$ cat config.mk
export PLATFORM = sky130hd
export DESIGN_NAME = irq_wake_ctrl
export DESIGN_NICKNAME = d
export VERILOG_FILES = /design/src/rtl/irqw_pkg.sv /design/src/rtl/irqw_sync.sv /design/src/rtl/irqw_datapath.sv /design/src/rtl/irqw_control.sv /design/src/rtl/irq_wake_ctrl.sv
export SDC_FILE = /design/constraint.sdc
export NUM_CORES = 1
export LEC_CHECK = 0
export BUFFER_PORTS_ARGS = -buffer_cell sky130_fd_sc_hd__buf_4
export CORE_MARGIN = 2
export CORE_UTILIZATION = 40
export CTS_BUF_LIST = sky130_fd_sc_hd__clkbuf_2
export DETAILED_ROUTE_END_ITERATION = 12
export MAX_ROUTING_LAYER = met4
export PLACE_DENSITY_LB_ADDON = 0.15
export SYNTH_ARGS = -nofsm -noshare
export SYNTH_HDL_FRONTEND = slang
export SYNTH_SLANG_ARGS = --single-unit
$ cat constraint.sdc
create_clock -name clk -period 2.1 [get_ports clk]
set_input_delay 0.21 -clock clk [delete_from_list [all_inputs] [get_ports clk]]
set_output_delay 0.21 -clock clk [all_outputs]
set_load 0.02 [all_outputs]
$ cat src/rtl/irqw_pkg.sv
package irqw_pkg;
  localparam int PEND_W  = 2;
  localparam int SRC_EXT = 0;
  localparam int SRC_NMI = 1;

  typedef enum logic [1:0] {
    MODE_RUN   = 2'b00,
    MODE_IDLE  = 2'b01,
    MODE_PDOWN = 2'b10,
    MODE_RSVD  = 2'b11
  } pwrMode_e;

  typedef struct packed {
    logic setExt;
    logic setNmi;
    logic ackExt;
    logic ackNmi;
    logic wrMask;
    logic wrPend;
  } dpStrobe_t;
endpackage

$ cat src/rtl/irqw_sync.sv
module irqw_sync #(
  parameter int STAGES = 2
) (
  input  logic clk,
  input  logic rstN,
  input  logic sampleEn,
  input  logic pinIn,
  output logic syncOut
);
  logic [STAGES-1:0] chainQ;

  always_ff @(posedge clk or negedge rstN) begin
    if (!rstN) chainQ <= '0;
    else if (sampleEn) chainQ <= {chainQ[STAGES-2:0], pinIn};
  end

  assign syncOut = chainQ[STAGES-1];
endmodule

$ cat src/rtl/irqw_datapath.sv
module irqw_datapath import irqw_pkg::*; #(
  parameter int DATA_W     = 8,
  parameter int SYNC_STAGES = 2,
  parameter int EXT_EN_BIT = 0,
  parameter int GLB_EN_BIT = 7
) (
  input  logic              clk,
  input  logic              rstN,
  input  logic              sampleEn,
  input  logic [PEND_W-1:0] pinBits,
  input  dpStrobe_t         strb,
  input  logic [DATA_W-1:0] wrData,
  input  logic              rdAddr,
  output logic [PEND_W-1:0] riseBits,
  output logic              extLevel,
  output logic              extSvcEn,
  output logic [PEND_W-1:0] pendBits,
  output logic [DATA_W-1:0] rdData
);
  logic [PEND_W-1:0] syncBits;
  logic [PEND_W-1:0] prevQ;
  logic [PEND_W-1:0] pendQ, pendD;
  logic [DATA_W-1:0] maskQ;

  for (genvar g = 0; g < PEND_W; g++) begin : gSrc
    irqw_sync #(.STAGES(SYNC_STAGES)) i_sync (
      .clk     (clk),
      .rstN    (rstN),
      .sampleEn(sampleEn),
      .pinIn   (pinBits[g]),
      .syncOut (syncBits[g])
    );
  end

  always_ff @(posedge clk or negedge rstN) begin
    if (!rstN) prevQ <= '0;
    else if (sampleEn) prevQ <= syncBits;
  end

  assign riseBits = {PEND_W{sampleEn}} & syncBits & ~prevQ;
  assign extLevel = syncBits[SRC_EXT];

  always_comb begin
    pendD = pendQ;
    if (strb.wrPend) pendD = wrData[PEND_W-1:0];
    if (strb.ackExt) pendD[SRC_EXT] = 1'b0;
    if (strb.ackNmi) pendD[SRC_NMI] = 1'b0;
    if (strb.setExt) pendD[SRC_EXT] = 1'b1;
    if (strb.setNmi) pendD[SRC_NMI] = 1'b1;
  end

  always_ff @(posedge clk or negedge rstN) begin
    if (!rstN) begin
      pendQ <= '0;
      maskQ <= '0;
    end else begin
      pendQ <= pendD;
      if (strb.wrMask) maskQ <= wrData;
    end
  end

  assign pendBits = pendQ;
  assign extSvcEn = maskQ[EXT_EN_BIT] & maskQ[GLB_EN_BIT];
  assign rdData   = rdAddr ? DATA_W'(pendQ) : maskQ;

  // capture happens only at sampling edges (or by software write)
  assert_capture_on_sample_R2: assert property (@(posedge clk) disable iff (!rstN)
    $rose(pendQ[SRC_EXT]) |-> ($past(sampleEn) || $past(strb.wrPend)));

  assert_ack_clears_R6: assert property (@(posedge clk) disable iff (!rstN)
    (strb.ackNmi && !strb.setNmi && !strb.wrPend) |=> !pendQ[SRC_NMI]);

  assert_set_wins_R7: assert property (@(posedge clk) disable iff (!rstN)
    strb.setExt |=> pendQ[SRC_EXT]);
endmodule

$ cat src/rtl/irqw_control.sv
module irqw_control import irqw_pkg::*; (
  input  logic              clk,
  input  logic              rstN,
  input  logic              sampleEn,
  input  pwrMode_e          modeSel,
  input  logic [PEND_W-1:0] riseBits,
  input  logic              extLevel,
  input  logic              extSvcEn,
  input  logic [PEND_W-1:0] pendBits,
  input  logic              regWr,
  input  logic              regAddr,
  input  logic              svcAck,
  output dpStrobe_t         strb,
  output logic              svcReq,
  output logic              svcIsNmi,
  output logic              wakeReq,
  output logic              resumeNoSvc
);
  logic inPd, inIdle, pdWakeQ, extReady;

  assign inPd   = (modeSel == MODE_PDOWN);
  assign inIdle = (modeSel == MODE_IDLE);

  always_ff @(posedge clk or negedge rstN) begin
    if (!rstN) pdWakeQ <= 1'b0;
    else if (!inPd) pdWakeQ <= 1'b0;
    else if (sampleEn && extLevel) pdWakeQ <= 1'b1;
  end

  assign extReady = pendBits[SRC_EXT] & extSvcEn;
  assign svcIsNmi = pendBits[SRC_NMI];
  assign svcReq   = pendBits[SRC_NMI] | extReady;

  always_comb begin
    strb = '0;
    if (inPd) strb.setExt = sampleEn & extLevel & ~pdWakeQ & extSvcEn;
    else      strb.setExt = riseBits[SRC_EXT];
    strb.setNmi = ~inPd & riseBits[SRC_NMI];
    strb.ackNmi = svcAck & pendBits[SRC_NMI];
    strb.ackExt = svcAck & ~pendBits[SRC_NMI] & extReady;
    strb.wrMask = regWr & ~regAddr;
    strb.wrPend = regWr & regAddr;
  end

  assign wakeReq     = inPd ? pdWakeQ : (inIdle & svcReq);
  assign resumeNoSvc = inPd & pdWakeQ & ~extSvcEn;

  assert_idle_masked_nowake_R8: assert property (@(posedge clk) disable iff (!rstN)
    (inIdle && !pendBits[SRC_NMI] && !extSvcEn) |-> !wakeReq);

  assert_pd_wake_held_R9: assert property (@(posedge clk) disable iff (!rstN)
    (inPd && pdWakeQ) |=> (!inPd || pdWakeQ));

  assert_resume_implies_wake_R10: assert property (@(posedge clk) disable iff (!rstN)
    resumeNoSvc |-> (wakeReq && !pendBits[SRC_NMI] || wakeReq));
endmodule

$ cat src/rtl/irq_wake_ctrl.sv
module irq_wake_ctrl import irqw_pkg::*; #(
  parameter int DATA_W      = 8,
  parameter int SYNC_STAGES = 2,
  parameter int VEC_W       = 24,
  parameter logic [VEC_W-1:0] EXT_VEC = 24'hFF2010,
  parameter logic [VEC_W-1:0] NMI_VEC = 24'hFF203E,
  parameter int EXT_EN_BIT  = 0,
  parameter int GLB_EN_BIT  = 7
) (
  input  logic              clk,
  input  logic              rstN,
  input  logic              sampleEn,
  input  logic              extIrqPin,
  input  logic              nmiPin,
  input  logic [1:0]        powerMode,
  input  logic              regWr,
  input  logic              regAddr,
  input  logic [DATA_W-1:0] regWrData,
  output logic [DATA_W-1:0] regRdData,
  input  logic              svcAck,
  output logic              svcReq,
  output logic              svcIsNmi,
  output logic [VEC_W-1:0]  svcVector,
  output logic              wakeReq,
  output logic              resumeNoSvc
);
  pwrMode_e          modeSel;
  dpStrobe_t         strb;
  logic [PEND_W-1:0] riseBits, pendBits, pinBits;
  logic              extLevel, extSvcEn;

  assign modeSel = pwrMode_e'(powerMode);
  assign pinBits = {nmiPin, extIrqPin};

  irqw_datapath #(
    .DATA_W(DATA_W), .SYNC_STAGES(SYNC_STAGES),
    .EXT_EN_BIT(EXT_EN_BIT), .GLB_EN_BIT(GLB_EN_BIT)
  ) i_datapath (
    .clk(clk), .rstN(rstN), .sampleEn(sampleEn), .pinBits(pinBits),
    .strb(strb), .wrData(regWrData), .rdAddr(regAddr),
    .riseBits(riseBits), .extLevel(extLevel), .extSvcEn(extSvcEn),
    .pendBits(pendBits), .rdData(regRdData)
  );

  irqw_control i_control (
    .clk(clk), .rstN(rstN), .sampleEn(sampleEn), .modeSel(modeSel),
    .riseBits(riseBits), .extLevel(extLevel), .extSvcEn(extSvcEn),
    .pendBits(pendBits), .regWr(regWr), .regAddr(regAddr), .svcAck(svcAck),
    .strb(strb), .svcReq(svcReq), .svcIsNmi(svcIsNmi),
    .wakeReq(wakeReq), .resumeNoSvc(resumeNoSvc)
  );

  assign svcVector = !svcReq ? '0 : (svcIsNmi ? NMI_VEC : EXT_VEC);

  assert_nmi_vector_R3: assert property (@(posedge clk) disable iff (!rstN)
    (svcReq && svcIsNmi) |-> (svcVector == NMI_VEC));

  assert_pd_nmi_ignored_R11: assert property (@(posedge clk) disable iff (!rstN)
    $rose(pendBits[SRC_NMI]) |-> ($past(powerMode) != 2'b10 || $past(regWr)));

  assert_nmi_first_R5: assert property (@(posedge clk) disable iff (!rstN)
    (pendBits == 2'b11) |-> svcIsNmi);
endmodule

==> results.md, run 1 <==
* RR Startpoint: i_datapath.maskQ[7]$_DFFE_PN0P_
* CTS Buffer Depth at 2
* Yosys cell types at 26
* Global-route wire length before repair at 2.75 mm
* I/O pins at 54
* TritonCTS Sinks at 17
* Post-Syn Instances at between 90 and 100
* CP max FO at 12
* Status: finished clean
* Die H at approximately 55 um
* CP top delay family: flip-flops
* Layout cell share with drive strength beyond 1 at between 50% and 60%
* Reg2Reg Depth at 3
* Maximum clock rate at 559 MHz
* Syn_area_per_cell at 11.5 um2
* Syn. warnings at 0
* Post-DRT Antenna Nets at 0
* Classification of the worst setup path: register to primary output
* Syn Std Cell Area at around 1000 um2
* Postcts setup bufs at 0
* Iteration count of the initial detailed-routing pass at 3
* Startpoint Class: register
* Rows at 18
* RSZ-0062 raised after global routing: false
* Top_reg_cell synth: dfrtp_1
* Synth async-reset ratio at 100%
* Htree depth at 1
* Largest stage delay, worst path at approximately 500 ps
* Final setup margin at 310 ps
* Top layer in use: met3
* Worst EP arrival at approximately 1600 ps
* GR Overflow Total at 0
* Crit path launch: i_datapath.pendBits[1]$_DFFE_PN0P_
* Vias in the first global route at a little over 600
* Final setup viols at 0
* Critical Path Stages at 3
* DRC at 0
* Pin count of the biggest net entering global routing at 18
* Mean routed wirelength per cell at about 12 um
* Routed met1 length at 767 um
* Core area at 2480 um2
* Fin. Hold Viols at 0
* Hold_ws at roughly 140 ps
* Routed wl met3 at approximately 130 um
* CP Data Required Time at 1890 ps
* HP Start: extIrqPin
* Met2 wire len at about 920 um
* Max-cap viol count at 0
* FF-to-FF End: i_datapath.pendBits[0]$_DFFE_PN0P_
* Initial Util at a little over two fifths
* Reg2Reg Setup Slack at 1200 ps
* Slowest-stage cell, CP: dfrtp_1
* DR iter-0 viols at 2
* Leak pwr at approximately 0.65 nW
* Hold crit path type: primary input to register
* Fin. max-slew vios at 0
* Post-layout power at 0.00112 W
* Crit-path cells: nand2b_1 > a22o_1 > buf_4
* Crit share post-route at approximately 85%
* Placed cell area at ~1200 um2
* CP Capture Type: primary output
* CTS buffer count at 3
* Nets@finish at 140
* Min Tclk post-route at approximately 1800 ps
* Initial antenna violation count at 0
* Post-synthesis register bit count at 17
* CP bufs+invs at 1
* WL final at 1.81 mm
* CTS tree: done
* Clock root cell: clkbuf_2
* Seq/Total Area, Yosys at roughly 41%
* Post-synth EDFFs at 0
* Placement Setup Slack at 663 ps
* Worst setup endpoint: wakeReq
* Clock transition at path regs at about 160 ps
* Final instance area at approximately 1300 um2
* Worst skew pair latency at 290 ps
* Vias per Instance at 4.38
* Diode count at 0
* Via count at between 600 and 700
* DIE AREA at approximately 3000 um2
* Area grow syn2layout at 20.3%
* Peak supply drop at 0.000529 V
* Cell Pwr Density at roughly 890 nW/um2
* GP Congestion at slightly above 0.7
* Setup TNS at 0 ps
* Dpl hpwl at about 1.4 mm
* Die width at 55.1 um
* Worst Skew at 7.99 ps
* Buffers on Ports at 43
* All-Layer GR Usage at a little over an eighth
==> registers in the layout (all words and copies together) (netlist names) <==
signal	count
i_datapath.prevQ	2
i_datapath.pendBits	2
i_datapath.maskQ	8
i_control.pdWakeQ	1
i_datapath.gSrc.i_sync.chainQ	4
==> stage by stage <==
step           cells  utilization, %
2_1_floorplan    100               -
3_3_place_gp     146            49.4
3_5_place_dp     146            49.4
4_1_cts          151            50.7
5_1_grt          151            50.7
6_report         151            50.7
==> logic make-up after synthesis <==
group,count (synthesis),synth area share [%]
flip-flops,17,40.8
other,1,0.359
AND/OR/NAND/NOR,20,12.9
multiplexers,16,19.9
AO/OA/AOI/OAI,8,4.92
buffers and inverters,29,21.1
==> cell usage after synthesis (2+ instances only) <==
cell type | count | area, um2
and2b_2 | 6 | 52.6
nor2b_1 | 2 | 12.5
nand2_1 | 4 | 15.0
mux2_4 | 8 | 120
mux2_2 | 6 | 67.6
inv_1 | 2 | 7.51
a21oi_1 | 2 | 10.0
buf_4 | 23 | 173
o21ai_0 | 3 | 15.0
nand2b_1 | 2 | 12.5
dfrtp_1 | 17 | 425
mux2i_1 | 2 | 20.0
==> cells in the final DEF (no fill, tap or decap) <==
cell,count
nor2b_1,2
buf_4,43
a21oi_1,2
nor2b_4,1
a22o_1,1
mux2_2,6
nor2_1,1
clkinv_2,1
mux2_4,8
conb_1,10
clkbuf_2,3
dlygate4sd3_1,1
nor3b_1,1
inv_1,2
dfrtp_1,17
and3_1,1
o32ai_1,1
and2_1,1
o2bb2ai_1,1
o21ai_0,3
nand3_1,1
nand2b_1,2
nand2_1,4
and2b_2,6
mux2i_1,2
==> metal layers <==
metal	vias up	GRT usage, %
met5	-	-
met4	0	2.44
met3	0	5.65
met2	25	22.8
met1	313	15.2
li1	324	-
==> worst min path at each step <==
stage / end / slack (ps) / cells past startpoint
CTS: i_datapath.gSrc[0].i_sync.chainQ[0]$_DFFE_PN0P_ / 120 / 2
detailed placement: i_datapath.maskQ[6]$_DFFE_PN0P_ / 90 / 1
floorplan: i_control.pdWakeQ$_DFFE_PN0P_ / -90 / 0
global placement: i_datapath.maskQ[6]$_DFFE_PN0P_ / 90 / 1
finish: i_datapath.gSrc[0].i_sync.chainQ[0]$_DFFE_PN0P_ / 140 / 2
global route: i_datapath.gSrc[0].i_sync.chainQ[0]$_DFFE_PN0P_ / 90 / 2
==> cell type report <==
cell class | instances | area [um2]
sequential | 17 | 425
timing repair buffer | 44 | 333
tap | 30 | 37.5
multi-input combinational | 54 | 432
inverter | 2 | 7.51
clock inverter | 1 | 5.00
fill | 238 | 1220
clock buffer | 3 | 15.0
==> repair_timing <==
action	in CTS	in global routing
gates resized for setup	0	0
hold endpoints to repair	17	0
hold buffers	1	0
==> power by group <==
group / total (W) / internal [W] / switching (W)
Combinational: 0.000557 / 0.000256 / 0.000301
Sequential: 0.000418 / 0.000377 / 0.0000403
Clock: 0.000143 / 0.0000431 / 0.0000996
(Power assumes the default switching activity.)
==> inputs of run 2 (changes only) <==
- GPL_TIMING_DRIVEN: default -> 0
==> results.md, run 2 (synthesis gave the netlist of run 1 again) <==
* CTS tree: done
* Fin cells at 176 (+17%)
* Global-route wire length before repair at 2.53 mm (-7.8%)
* I/O pins at 54 (unchanged)
* Max reg flops at 8 (unchanged)
* Core area at 2480 um2 (unchanged)
* Fin. Hold Viols at 0 (unchanged)
* Worst skew pair latency at 300 ps (about the same)
* Cell Pwr Density at 869 nW/um2 (-2.4%)
* Clock root cell: clkbuf_2
* Maximum clock rate at 573 MHz (+2.6%)
* Via count at 749 (+13%)
* Layout cell share with drive strength beyond 1 at 63.0% (+6.8 points)
* WL final at 1.86 mm (+2.6%)
* Registers with the most flip-flops: i_datapath.maskQ x8, i_datapath.gSrc.i_sync.chainQ x4
* Worst EP arrival at 1530 ps (-50 ps)
* Final setup viols at 0 (unchanged)
* Classification of the worst setup path: register to primary output
* CTS Buffer Depth at 2 (unchanged)
* Worst Skew at 23.3 ps (+15.3 ps)
* DR iter-0 viols at 6 (+4)
* All-Layer GR Usage at 12.5% (-1.0 points)
* DRC at 0 (unchanged)
* DIE AREA at 3030 um2 (unchanged)
* Pin count of the biggest net entering global routing at 18 (unchanged)
* Hold crit path type: primary input to register
* Die H at 55.1 um (unchanged)
* Diode count at 0 (unchanged)
* TritonCTS Sinks at 17 (unchanged)
* Nets@finish at 165 (+18%)
* CP Capture Type: primary output
* Most flop-heavy register: i_datapath.maskQ
* Mean routed wirelength per cell at 10.6 um (-12%)
* Dpl hpwl at 1.53 mm (+7.0%)
* Iteration count of the initial detailed-routing pass at 4 (+1)
* Startpoint Class: register
* Crit share post-route at 83.1% (-2.2 points)
* Min Tclk post-route at 1740 ps (-45.7 ps)
* Buffers on Ports at 41 (-4.7%)
* Vias per Instance at 4.26 (-2.9%)
* CP max FO at 12 (unchanged)
* GP Congestion at 0.734 (+2.4%)
* Htree depth at 1 (unchanged)
* Clock transition at path regs at 170 ps (about the same)
* RSZ-0062 raised after global routing: false
* Vias in the first global route at 596 (-3.9%)
* CP Data Required Time at 1890 ps (about the same)
* CTS buffer count at 3 (unchanged)
* GR Overflow Total at 0 (unchanged)
* Die width at 55.1 um (unchanged)
* Initial Util at 42.1% (unchanged)
* Post-DRT Antenna Nets at 0 (unchanged)
* Initial antenna violation count at 0 (unchanged)
* Max-cap viol count at 0 (unchanged)
* Placed insts at 171 (+17%)
* Area grow syn2layout at 39.2%
* Fin. max-slew vios at 0 (unchanged)
* Setup TNS at 0 ps (unchanged)
* Rows at 18 (unchanged)
* Most common cell after layout, fill and taps aside: buf_4
* Leak pwr at 0.782 nW (+19%)
* Peak supply drop at 0.000617 V (+17%)
* Most frequent cells in the layout: buf_4, dfrtp_1, conb_1, mux2_4
* Status: finished clean
## run 2: changes by cell type in the layout (fill, tap and decap cells not counted), sizes merged
cell    delta
clkbuf     +1
buf       +24
## run 2: timing repair
| item | 4_1_cts | 5_1_grt |
|---|---|---|
| resized for setup | 0 | 0 |
| hold buffers | 1 | 0 |
| buffers inserted | 0 | 0 |
| endpoints found under the hold margin | 17 | 0 |
## run 2: routing by layer
| layer | share of wire, % | track usage (%) | wire length [um] |
|---|---|---|---|
| met5 | 0 | - | 0 |
| met4 | 0 | 2.44 | 0 |
| met1 | 39 | 13.1 | 728 |
| met2 | 53 | 21.4 | 984 |
| met3 | 8.0 | 5.91 | 149 |
## run 2: critical path, cell delays in order, from the launching register on
cell      delay [ps]
dfrtp_1          470
nand2b_1         340
a22o_1           280
buf_4            150
## run 2: stage by stage
stage	cell area (um2)	power (W)	utilization [%]	hold WS, ps	setup slack [ps]
after global routing	1450	0.00135	58.6	81.2	188
final	1450	0.00126	58.6	129	356
after CTS	1450	0.00128	58.6	102	309
after detailed placement	1420	0.00113	57.4	84.6	711
after floorplan	1080	0.000876	-	-85.6	630
after global placement	1420	0.00112	57.4	84.9	698
## run 2: final cells by class
type | instances | area [um2]
fillers | 230 | 1020
multi-input cells | 54 | 432
flip-flops and latches | 17 | 425
repair buffers | 42 | 318
plain buffers | 27 | 213
well taps | 30 | 37.5
clock buffers | 3 | 15.0
inverters | 2 | 7.51
clock inverters | 1 | 5.00
## run 2: worst paths after layout
kind	slack [ps]	cells after the start	to	start
worst max-delay path	360	3	wakeReq	i_datapath.pendBits[1]$_DFFE_PN0P_
worst min-delay path	130	2	i_datapath.gSrc[1].i_sync.chainQ[0]$_DFFE_PN0P_	nmiPin
worst max register to register	1230	3	i_datapath.pendBits[0]$_DFFE_PN0P_	i_datapath.maskQ[0]$_DFFE_PN0P_
worst min register to register	500	1	i_datapath.pendBits[1]$_DFFE_PN0P_	i_datapath.prevQ[1]$_DFFE_PN0P_
max in group asynchronous	1610	2	i_datapath.maskQ[0]$_DFFE_PN0P_	rstN
min in group asynchronous	280	2	i_datapath.pendBits[0]$_DFFE_PN0P_	rstN
## run 2: power breakdown
part / internal, W / switching, W / total [W] / leakage [nW]
Clock: 0.0000431 / 0.0000969 / 0.000140 / 0.0164
Combinational: 0.000375 / 0.000335 / 0.000710 / 0.564
Sequential: 0.000377 / 0.0000355 / 0.000413 / 0.202
Total: 0.000795 / 0.000467 / 0.00126 / 0.782
==> inputs of run 3 (changes only) <==
- ABC_AREA: default -> 1
- clock period: 2.1 -> 1.4 ns (I/O delays scaled with it)
==> results.md, run 3 <==
* Clock transition at path regs at 160 ps (about the same)
* Peak supply drop at 0.000826 V (+34%)
* Most frequent cells in the layout: buf_4, nand2_1, buf_6, nor2_1, inv_1
* Syn_area_per_cell at 7.91 um2 (-31%)
* Synth top area cells: dfrtp_1, buf_4, nand2_1
* Seq/Total Area, Yosys at 40.7% (-0.049 points)
* CTS Buffer Depth at 2 (unchanged)
* Classification of the worst setup path: register to primary output
* CP max FO at 6 (-6)
* Sw frac at 38.0% (+0.96 points)
* CP Capture Type: primary output
* Cell depth of the worst hold path at 3 (+1)
* Most common library cells after synthesis: buf_4, nand2_1, inv_1
* Maximum clock rate at approximately 690 MHz
* Min Tclk post-route at between 1000 and 1500 ps
* Initial Util at 42.2% (+0.050 points)
* Cell Int Power at 0.00118 W (+48%)
* DR iter-0 viols at 20 (+14)
* Startpoint Class: register
* Final core occ at 64.7% (+6.1 points)
* Clock root cell: clkbuf_2
* FILL cells at 227 (-1.3%)
* I/O pins at 54 (unchanged)
* Flop pwr share at 31.4% (-1.3 points)
* Nets@finish at 213 (+29%)
* Multi-input gate area at 389 um2 (-9.9%)
* Syn. warnings at 0 (unchanged)
* CTS buffer count at 3 (unchanged)
* Pin count of the biggest net entering global routing at 18 (unchanged)
* Worst skew pair latency at 280 ps (-20 ps)
* Max-cap viol count at 0 (unchanged)
* Crit share post-route at 104%
* RSZ-0062 raised after global routing: true
* Synth async-reset ratio at 100% (unchanged)
* Gate power share at 57.4% (+1.2 points)
* Final setup viols at 12 (+12)
* Syn Std Cell Area at 1040 um2 (+0.12%)
* Post-synth EDFFs at 0 (unchanged)
* Final setup margin at -56.2 ps (-412 ps)
* Storage cell area at 427 um2 (+0.29%)
* TritonCTS Sinks at 17 (unchanged)
* All-Layer GR Usage at 15.5% (+3.0 points)
* Initial antenna violation count at 0 (unchanged)
* Reg2Reg Depth at 5 (+2)
* Fin. Hold Viols at 0 (unchanged)
* Via count at 959 (+28%)
* Layout cell share with drive strength beyond 1 at 49.0% (-14 points)
* Top_reg_cell synth: dfrtp_1
* Post-Syn Instances at 132 (+45%)
* GR Overflow Total at 0 (unchanged)
* GP Congestion at 0.760 (+3.6%)
* Cell Pwr Density at 1190 nW/um2 (+36%)
* Vias in the first global route at 799 (+34%)
* Buffers on Ports at 42 (+2.4%)
* Leading area contributor after synthesis: dfrtp_1
* CTS tree: done
* Iteration count of the initial detailed-routing pass at 4 (unchanged)
* Mean routed wirelength per cell at 9.95 um (-5.9%)
* Area grow syn2layout at 53.4%
* Hold crit path type: primary input to register
* Post-synthesis register bit count at 17 (unchanged)
* Most flop-heavy register: i_datapath.maskQ
* DRC at 0 (unchanged)
* Hold_ws at 52.4 ps (-76.7 ps)
* Leak pwr at 0.909 nW (+16%)
* CP Data Required Time at 1260 ps (-630 ps)
* DIE AREA at 3040 um2 (+0.11%)
* Status: complete, but fails checks
* Fin. max-slew vios at 0 (unchanged)
* Failing checks: setup timing
* Core area at 2480 um2 (unchanged)
* Worst Skew at 1.72 ps (-21.6 ps)
* Vias per Instance at 4.28 (+0.60%)
* Registers with the most flip-flops: i_datapath.maskQ x8, i_datapath.gSrc.i_sync.chainQ x4
* Dpl hpwl at 1.61 mm (+5.2%)
* Htree depth at 1 (unchanged)
* Yosys cell types at 19 (-27%)
* Post-DRT Antenna Nets at 0 (unchanged)
* Max reg flops at 8 (unchanged)
* Global-route wire length before repair at 3.23 mm (+28%)
* Worst EP arrival at 1320 ps (-210 ps)
* Rows at 18 (unchanged)
* Die H at 55.1 um (about the same)
* Switching power total at 0.000722 W (+54%)
* Clock power share at 11.2% (about the same)
* Synth top area share at 40.7% (-0.049 points)
* Most common cell after layout, fill and taps aside: buf_4
* Die width at 55.1 um (about the same)
* Diode count at 0 (unchanged)
* WL final at 2.23 mm (+20%)
[run 3: cell count changes in the layout (fill, tap and decap cells not counted), moves of 3 or more]
cell / change
nand2_1: +18
buf_6: +17
nor2_1: +17
inv_1: +15
buf_4: -10
mux2_4: -8
a21oi_2: +6
and2b_2: -6
mux2_2: -6
o21ai_0: +4
inv_2: +3
[run 3: worst paths after layout]
kind,endpoint,slack [ps],start
min,i_datapath.gSrc[0].i_sync.chainQ[0]$_DFFE_PN0P_,50,extIrqPin
min reg2reg,i_datapath.maskQ[1]$_DFFE_PN0P_,510,i_datapath.maskQ[1]$_DFFE_PN0P_
max in group asynchronous,i_datapath.pendBits[1]$_DFFE_PN0P_,950,rstN
max,svcVector[18],-60,i_datapath.pendBits[0]$_DFFE_PN0P_
max reg2reg,i_datapath.pendBits[0]$_DFFE_PN0P_,400,i_datapath.pendBits[1]$_DFFE_PN0P_
min in group asynchronous,i_datapath.maskQ[7]$_DFFE_PN0P_,250,rstN
[run 3: kinds of logic after synthesis]
family	after synthesis	synth area share, %
compound gates	20	12.5
buf+inv	48	28.6
flops	17	40.7
other cells	1	0.359
simple gates	46	17.8
[run 3: final cells by class]
type | count | area share [%]
Clock buffer | 3 | 0.937
Inverter | 21 | 5.39
Tap cell | 30 | 2.34
Multi-Input combinational cell | 77 | 24.3
Sequential cell | 17 | 26.6
Timing Repair Buffer | 48 | 24.7
Buffer | 27 | 15.4
Clock inverter | 1 | 0.312
[run 3: what timing repair did]
action | 4_1_cts | 5_1_grt
setup endpoints to repair | 12 | 17
endpoints found under the hold margin | 17 | 0
resized for setup | 9 | 19
setup buffers | 2 | 3
cloned | 1 | 0
pin swaps | 3 | 1
hold buffers | 1 | 0
[run 3: through the flow]
stage | std cells | setup slack [ps] | setup TNS [ps] | total power (W) | area [um2]
after floorplan | 141 | 120 | 0 | 0.00117 | 1080
after global placement | 213 | 96.2 | 0 | 0.00148 | 1440
after detailed placement | 213 | 101 | 0 | 0.00149 | 1440
after CTS | 221 | -43.6 | -414 | 0.00178 | 1520
after global routing | 224 | -198 | -2180 | 0.00203 | 1600
final | 224 | -56.2 | -556 | 0.00190 | 1600
[run 3: power by group through the flow]
stage	combinational [W]	sequential (W)	clock, W
after floorplan	0.000570	0.000599	0
final	0.00109	0.000596	0.000214
after CTS	0.000959	0.000594	0.000222
after global placement	0.000877	0.000601	0
after detailed placement	0.000891	0.000602	0
after global routing	0.00117	0.000605	0.000255
[run 3: layer usage]
layer | vias up | track usage, % | wire length [um] | share of wire, %
met5 | - | - | 0 | 0
met4 | 0 | 8.13 | 44 | 2.0
met3 | 6 | 1.88 | 165 | 7.4
met2 | 41 | 24.8 | 1130 | 51
met1 | 419 | 19.1 | 884 | 40
li1 | 493 | - | - | -
[run 3: worst max-delay path, cell delays in order, from the launching register on]
cell and delay, ps:
dfrtp_1 420, inv_2 90, o21ai_4 280, buf_6 140, buf_6 100
